<file path="src/rtl/dslope_pkg.sv">
package dslope_pkg;

  typedef enum logic [1:0] {
    SEL_GND  = 2'b00,
    SEL_VIN  = 2'b01,
    SEL_VREF = 2'b10
  } sel_e;

  typedef enum logic [1:0] {
    ST_IDLE,
    ST_INTEG,
    ST_DEINT,
    ST_DISCH
  } state_e;

  // Count value on which a window of n clocks has its last tick.
  function automatic int unsigned last_tick(input int unsigned n);
    return (n == 0) ? 0 : n - 1;
  endfunction

  // Analog switch select implied by a sequencer state.
  function automatic sel_e sel_of(input state_e st);
    case (st)
      ST_INTEG: return SEL_VIN;
      ST_DEINT: return SEL_VREF;
      default:  return SEL_GND;
    endcase
  endfunction

endpackage

</file>
<file path="src/rtl/dslope_sync.sv">
module dslope_sync #(
  parameter int STAGES = 2
) (
  input  logic clk,
  input  logic rst_n,
  input  logic d_i,
  output logic q_o
);

  logic [STAGES-1:0] chain;

  generate
    for (genvar g = 0; g < STAGES; g++) begin : g_stage
      if (g == 0) begin : g_first
        always_ff @(posedge clk or negedge rst_n) begin
          if (!rst_n) chain[0] <= 1'b0;
          else        chain[0] <= d_i;
        end
      end else begin : g_next
        always_ff @(posedge clk or negedge rst_n) begin
          if (!rst_n) chain[g] <= 1'b0;
          else        chain[g] <= chain[g-1];
        end
      end
    end
  endgenerate

  assign q_o = chain[STAGES-1];

endmodule

</file>
<file path="src/rtl/dslope_cnt.sv">
module dslope_cnt #(
  parameter int W = 16
) (
  input  logic         clk,
  input  logic         rst_n,
  input  logic         clr_i,
  input  logic         inc_i,
  output logic [W-1:0] q_o,
  output logic         full_o
);

  localparam logic [W-1:0] ALL_ONES = {W{1'b1}};

  always_ff @(posedge clk or negedge rst_n) begin
    if (!rst_n)     q_o <= '0;
    else if (clr_i) q_o <= '0;
    else if (inc_i) q_o <= q_o + 1'b1;
  end

  assign full_o = (q_o == ALL_ONES);

endmodule

</file>
<file path="src/rtl/dslope_ctrl.sv">
module dslope_ctrl
  import dslope_pkg::*;
#(
  parameter int CNT_W      = 16,
  parameter int INT_COUNT  = 1000,
  parameter int DIS_CYCLES = 16
) (
  input  logic             clk,
  input  logic             rst_n,
  input  logic             start_i,
  input  logic             cmp_s_i,
  input  logic [CNT_W-1:0] cnt_i,
  input  logic             cnt_full_i,
  output logic             cnt_clr_o,
  output logic             cnt_inc_o,
  output state_e           state_o,
  output logic [CNT_W-1:0] result_o,
  output logic             ovf_o,
  output logic             done_o,
  output logic             cross_evt_o,
  output logic             full_evt_o,
  output logic             tc_evt_o
);

  localparam logic [CNT_W-1:0] INT_LAST = CNT_W'(last_tick(INT_COUNT));
  localparam logic [CNT_W-1:0] DIS_LAST = CNT_W'(last_tick(DIS_CYCLES));

  state_e           state_q, state_d;
  logic [CNT_W-1:0] result_d;
  logic             ovf_d;
  logic             done_d;
  logic             dis_evt;

  // Named events for the checker and the next-state logic.
  assign tc_evt_o    = (state_q == ST_INTEG) && (cnt_i == INT_LAST);
  assign cross_evt_o = (state_q == ST_DEINT) && !cmp_s_i;
  assign full_evt_o  = (state_q == ST_DEINT) && cnt_full_i;
  assign dis_evt     = (state_q == ST_DISCH) && (cnt_i == DIS_LAST);

  always_comb begin
    state_d   = state_q;
    result_d  = result_o;
    ovf_d     = ovf_o;
    done_d    = 1'b0;
    cnt_clr_o = 1'b0;
    cnt_inc_o = 1'b0;
    case (state_q)
      ST_IDLE: begin
        if (start_i) begin
          state_d   = ST_INTEG;
          ovf_d     = 1'b0;
          cnt_clr_o = 1'b1;
        end
      end
      ST_INTEG: begin
        if (tc_evt_o) begin
          state_d   = ST_DEINT;
          cnt_clr_o = 1'b1;
        end else begin
          cnt_inc_o = 1'b1;
        end
      end
      ST_DEINT: begin
        if (cross_evt_o) begin
          // crossing has priority over a full counter
          state_d   = ST_DISCH;
          result_d  = cnt_i;
          cnt_clr_o = 1'b1;
        end else if (full_evt_o) begin
          state_d   = ST_DISCH;
          result_d  = cnt_i;
          ovf_d     = 1'b1;
          cnt_clr_o = 1'b1;
        end else begin
          cnt_inc_o = 1'b1;
        end
      end
      ST_DISCH: begin
        if (dis_evt) begin
          state_d   = ST_IDLE;
          done_d    = 1'b1;
          cnt_clr_o = 1'b1;
        end else begin
          cnt_inc_o = 1'b1;
        end
      end
      default: begin
        state_d   = ST_IDLE;
        cnt_clr_o = 1'b1;
      end
    endcase
  end

  always_ff @(posedge clk or negedge rst_n) begin
    if (!rst_n) begin
      state_q  <= ST_IDLE;
      result_o <= '0;
      ovf_o    <= 1'b0;
      done_o   <= 1'b0;
    end else begin
      state_q  <= state_d;
      result_o <= result_d;
      ovf_o    <= ovf_d;
      done_o   <= done_d;
    end
  end

  assign state_o = state_q;

endmodule

</file>
<file path="src/rtl/dslope_seq.sv">
module dslope_seq
  import dslope_pkg::*;
#(
  parameter int CNT_W       = 16,
  parameter int INT_COUNT   = 1000,
  parameter int DIS_CYCLES  = 16,
  parameter int SYNC_STAGES = 2
) (
  input  logic             clk,
  input  logic             rst_n,
  input  logic             start_i,
  input  logic             cmp_i,
  output logic [1:0]       sel_o,
  output logic             busy_o,
  output logic             done_o,
  output logic             ovf_o,
  output logic [CNT_W-1:0] result_o
);

  logic             cmp_s;
  logic [CNT_W-1:0] cnt_q;
  logic             cnt_full;
  logic             cnt_clr;
  logic             cnt_inc;
  state_e           state;
  logic             cross_evt;
  logic             full_evt;
  logic             tc_evt;

  dslope_sync #(.STAGES(SYNC_STAGES)) u_sync (
    .clk   (clk),
    .rst_n (rst_n),
    .d_i   (cmp_i),
    .q_o   (cmp_s)
  );

  dslope_cnt #(.W(CNT_W)) u_cnt (
    .clk    (clk),
    .rst_n  (rst_n),
    .clr_i  (cnt_clr),
    .inc_i  (cnt_inc),
    .q_o    (cnt_q),
    .full_o (cnt_full)
  );

  dslope_ctrl #(
    .CNT_W      (CNT_W),
    .INT_COUNT  (INT_COUNT),
    .DIS_CYCLES (DIS_CYCLES)
  ) u_ctrl (
    .clk         (clk),
    .rst_n       (rst_n),
    .start_i     (start_i),
    .cmp_s_i     (cmp_s),
    .cnt_i       (cnt_q),
    .cnt_full_i  (cnt_full),
    .cnt_clr_o   (cnt_clr),
    .cnt_inc_o   (cnt_inc),
    .state_o     (state),
    .result_o    (result_o),
    .ovf_o       (ovf_o),
    .done_o      (done_o),
    .cross_evt_o (cross_evt),
    .full_evt_o  (full_evt),
    .tc_evt_o    (tc_evt)
  );

  assign sel_o  = sel_of(state);
  assign busy_o = (state != ST_IDLE);

endmodule

</file>
<file path="config.mk">
export PLATFORM = sky130hd
export DESIGN_NAME = dslope_seq
export DESIGN_NICKNAME = d
export VERILOG_FILES = /design/src/rtl/dslope_pkg.sv /design/src/rtl/dslope_sync.sv /design/src/rtl/dslope_cnt.sv /design/src/rtl/dslope_ctrl.sv /design/src/rtl/dslope_seq.sv
export SDC_FILE = /design/constraint.sdc
export NUM_CORES = 1
export LEC_CHECK = 0
export ABC_CLOCK_PERIOD_IN_PS = 4500
export BUFFER_PORTS_ARGS = -buffer_cell sky130_fd_sc_hd__buf_4
export CAP_MARGIN = 15
export CORE_MARGIN = 3
export CORE_UTILIZATION = 61
export DETAILED_ROUTE_END_ITERATION = 8
export GPL_TIMING_DRIVEN = 0
export HOLD_SLACK_MARGIN = 0.08
export PLACE_DENSITY = 0.9
export SYNTH_ARGS = -nofsm -noshare
export SYNTH_HDL_FRONTEND = slang
export SYNTH_SLANG_ARGS = --single-unit
</file>
<file path="constraint.sdc">
create_clock -name clk -period 4.5 [get_ports clk]
set_input_delay 0.225 -clock clk [delete_from_list [all_inputs] [get_ports clk]]
set_output_delay 0.225 -clock clk [all_outputs]
set_load 0.005 [all_outputs]
</file>
* Yosys cells after proc, flatten, opt, wreduce, memory -nomap -nowiden *
Cells that the tools add are included.

word-level totals
  output and inout bits = 21
  bits in registers = 38
  logic and storage cells = 60

cells by class
  multiplexer cells = 27
  reduce and logical (&&, ||, !) cells = 13
  equality and inequality tests = 12
  add/sub/neg operators = 1

operators with widths
  operator                 number
  $mux W16                 4
  $add A16 B1 Y16 const B  1
  $eq A16 B10 Y1 const B   1
  $eq A16 B16 Y1 const B   1
  $eq A16 B4 Y1 const B    1
  $mux W1                  13
  $mux W2                  5
  $ne A2 B2 Y1 const B     4
  $pmux W2 S4              1
  $reduce_and A4 Y1        2
  $reduce_bool A2 Y1       4
  $eq A2 B2 Y1 const B     2
  $logic_and A1 B1 Y1      4
  $pmux W1 S4              1
  $pmux W2 S2              1
  $ne A3 B3 Y1 const B     1
  $pmux W1 S3              1
  $eq A2 B1 Y1 const B     1
  $logic_not A2 Y1         1
  $ne A2 B1 Y1 const B     1
  $pmux W1 S2              1
  $reduce_and A2 Y1        1
  $logic_not A1 Y1         1

* Depth between registers and ports, before layout *
  depth in word-level cells = 7
  gate-level depth with buffers = 9
  mapped depth without buffers = 7

* By module *
From an unflattened synthesis, not the netlist that was laid out.

second synthesis, totals
  cells, all modules = 167
  area total of the unflattened synthesis = 1,884.3 µm²

modules (own cells, without submodules)
  module       times used  area an instance (µm²)  cells each  sequential area each (µm²)
  dslope_ctrl  1           980.9                   78          500.5
  dslope_cnt   1           834.6                   84          400.4
  dslope_sync  1           50.0                    2           50.0
  dslope_seq   1           18.8                    3           0.0

* Least setup slack after synthesis *
OpenSTA, ideal clock, no wires.

  path kind = flip-flop to flip-flop
  from = reg u_cnt.q_o[12]
  to = reg u_cnt.q_o[1]
  arrival = 2.048 ns
  data required time = 4.381 ns
  path slack = 2.333 ns
  period minus slack after synthesis = 2.167 ns
  stages on the path, launching flop included = 8
  path through = dfrtp_1 > or4_4 > o41ai_2 > o221a_2 > buf_6 > buf_12 > mux2i_1 > nor2_2

on the way
  cells in the longest elaborated chain, start to end = 6
  elaborated cells between the ends (all ways) = 18
  classes of those cells = eq/ne: 3; mux: 11; reduce/logical: 4

RTL lines
  element                                                RTL line           RTL
  from (decl)                                            dslope_cnt.sv:8    output logic [W-1:0] q_o,
  from (signal assigned)                                 dslope_cnt.sv:17   else if (inc_i) q_o <= q_o + 1'b1;
  $eq A16 B16 Y1                                         dslope_cnt.sv:20   assign full_o = (q_o == ALL_ONES);
  $logic_and A1 B1 Y1                                    dslope_ctrl.sv:37  assign full_evt_o = (state_q == ST_DEINT) && cnt_full_i;
  $mux W1                                                dslope_ctrl.sv:69  end else if (full_evt_o) begin
  $mux W1                                                dslope_ctrl.sv:64  if (cross_evt_o) begin
  $pmux W1 S4 / $pmux W1 S3 (equally long branches)      dslope_ctrl.sv:47  case (state_q)
  $mux W16 / $reduce_bool A2 Y1 (equally long branches)  -

Several ways; a longest one is shown, not always the timed one.
A chain may end at the register's enable or synchronous reset.

* Worst setup path in the final report *
  from = reg u_cnt.q_o[1]
  to = reg u_cnt.q_o[12]

on the way
  cells in the longest elaborated chain, start to end = 6
  elaborated cells between the ends (all ways) = 20
  classes of those cells = add/sub: 1; eq/ne: 3; mux: 12; reduce/logical: 4

RTL lines
  element
  branches (longest 6 deep; another with $add A16 B1 Y16)

Parallel ways; which one is timed is not known. The select of a mux whose other input is x is not followed.

==> impl_metrics.ini <==
[finish]
n_antenna_cell = 0
fin_cells = 245
drive_above_1_share_pct = 32.51
final_net_count = 212
stdcell_area_um2 = 2280
final_core_util_pct = 78.60
fillCellCount = 205
area_growth_pct = 16.94

[die]
core_um2 = 2900
num_rows = 19
fp.dieH_um = 62.53
die_x_um = 62.53
io_pins = 25
initial_core_util_pct = 67.21
die_area_um2 = 3910

[power]
power_mw = 1.117
switchingPower_mw = 0.4157
p_leak_nw = 1.034
ir_drop_mv = 0.3482
power_density_nw_per_um2 = 490.1
p_comb_share_pct = 42.6
seqPwrFrac_pct = 37.2
p_int_mw = 0.7017
sw_frac_of_total_pct = 37.21
clkPwrFrac_pct = 20.2

[placed_design]
numPortBuffers = 24
routabilityCongestion = 0.9318
dp_hpwl_mm = 2.891
post-place-ws_ps = 1967
post-place-cells = 235
placed_area_um2 = 2182

[synth]
synth_ff_type = dfrtp_1
async_flop_share_pct = 100.0
syn_area_um2 = 1949
synth_edf_count = 0
ys_types = 45
ys_ff_latch = 38
syn_nets = 179
yosysWarnings = 0
seq_area_frac_synth_pct = 48.78
avgSynthCellArea_um2 = 11.53
synthCells = 169

[sta]
whs_ps = 232.5
finalHoldViolations = 0
worst_pin_slew_ps = 497.5
max_slew_margin_pct = 66.40
setup_viol = 0
period_share_pct = 59.19
max_freq_ghz = 0.3755
min_period_ps = 2663
slew_viol_final = 0
skew_ps = 9.042
fin_setup_tns_ps = 0
rsz0062_at_grt = false
setup_ws_ps = 1837

[worst_setup_path]
cp_max_fo = 10
critical_path_class = reg2reg
required_ps = 4730
cp.arrival_ps = 2890
cp-start-kind = flip-flop
end_kind = flip-flop

[global_routing]
grt_util_all_layers_pct = 23.52
grt_pass1_wl_mm = 7.141
globalRouteOverflowTotal = 0
grt_pass1_vias = 1542
antenna_found_initial = 0
grt_max_degree = 39

[detailed_routing]
wl_mm = 4.047
avgViaCountPerCell = 6.220
first_iter_violations = 91
dr_total_vias = 1524
firstDrtPassIters = 4
wl_per_cell_um = 16.52
drc = 0
drt.antenna.violating_nets = 0

[min_path]
hp-class = in2reg

[run]
max_cap_violations = 0

[cts]
htreeDepth = 2
cts_tree = done
cts_resized = 0
root_buffer = clkbuf_4
cts_buffers = 5
worstSkewPairLatency_ps = 350
clock_sinks = 38
cts_buffer_depth = 2
clkTransAtPathRegs_ps = 110

[run_status]
status = finished clean
==> final timing paths <==
| kind | from | to | slack, ps | cells after the start |
|---|---|---|---|---|
| min reg2reg | u_sync.chain[0] | u_sync.q_o | 360 | 0 |
| min in group asynchronous | rst_n | u_cnt.q_o[15] | 370 | 2 |
| min | start_i | u_ctrl.ovf_o | 230 | 3 |
| max reg2reg | u_cnt.q_o[1] | u_cnt.q_o[12] | 1840 | 7 |
| max in group asynchronous | rst_n | u_ctrl.result_o[13] | 3800 | 2 |
| max | u_cnt.q_o[1] | u_cnt.q_o[12] | 1840 | 7 |
==> power by group through the flow <==
stage	registers, mW	clock network (mW)	logic (mW)
global route	0.421	0.253	0.517
CTS	0.415	0.234	0.473
global placement	0.418	0	0.447
floorplan	0.414	0	0.332
finish	0.415	0.226	0.476
detailed placement	0.421	0	0.471
==> layout make-up <==
type	instances	area, um2	share of cell area (%)
tap	42	52.55	2.305
multi-input combinational	119	924.6	40.56
sequential	38	950.9	41.71
clock buffer	5	37.54	1.647
clock inverter	3	40.04	1.756
buffer	6	51.30	2.250
inverter	6	22.52	0.9879
timing repair buffer	26	200.2	8.782
==> synth_stat cells, types with 2 or more instances <==
master	number	area, um2
nor2_1	4	15.01
nand4_1	4	25.02
nand2_1	10	37.54
or4_1	8	60.06
inv_1	6	22.52
and3_1	2	12.51
o31ai_1	7	52.55
mux2_2	17	191.4
o41ai_1	2	17.52
clkbuf_1	2	7.510
o21ai_1	3	15.01
ha_1	6	75.07
nand3_1	4	20.02
o21ai_2	4	35.03
or3_1	8	50.05
nor4_1	3	18.77
dfrtp_1	38	950.9
a21oi_1	14	70.07
==> worst max-delay path: stages, from the launching register on <==
cell	delay [ps]
dfrtp_1	430
ha_1	280
nand4_1	270
o41ai_1	600
o221a_2	320
clkbuf_1	370
or4_1	190
a21oi_1	80
==> sequential cells by signal, summed over array words and instances (netlist names) <==
signal           count
u_sync.chain         1
u_ctrl.state_o       2
u_cnt.q_o           16
u_ctrl.done_o        1
u_ctrl.result_o     16
u_ctrl.ovf_o         1
u_sync.q_o           1
==> what timing repair did <==
action	4_1_cts	5_1_grt
buffers inserted	0	0
hold buffers	2	0
endpoints found under the hold margin	39	0
==> cells by family after synthesis <==
family	after synthesis	synth area share, %
mux	18	10.33
flops	38	48.78
compound gates	39	14.76
buf+inv	12	3.787
fa+ha+maj	6	3.851
xor+xnor	1	0.4494
simple gates	55	18.04
==> per-layer routing <==
metal,routed length [um],up-vias,share of wire (%),GRT usage [%]
met4,102,0,2.5,11.85
met1,1652,741,41,28.10
met5,0,-,0,0
met2,2031,68,50,37.55
met3,261,12,6.4,8.273
li1,-,703,-,-
==> placed cells by master (no fill, tap or decap), drive strengths merged <==
cell type	count
dfrtp	38
buf	28
mux2	17
a21oi	15
nand2	10
or4	9
or3	8
o21ai	8
o31ai	7
clkbuf	7
inv	6
ha	6
nor2	5
nand3	4
nand4	4
nor4	4
o41ai	3
and3	2
clkinv	2
dlygate4sd3	2
or4b	2
nand4b	1
or4bb	1
and2	1
o221ai	1
o32a	1
or2	1
a21boi	1
o22a	1
nor2b	1
o221a	1
a31oi	1
and4	1
nand2b	1
mux2i	1
xor2	1
bufinv	1
Note: power is estimated with default switching activity, not from simulation.
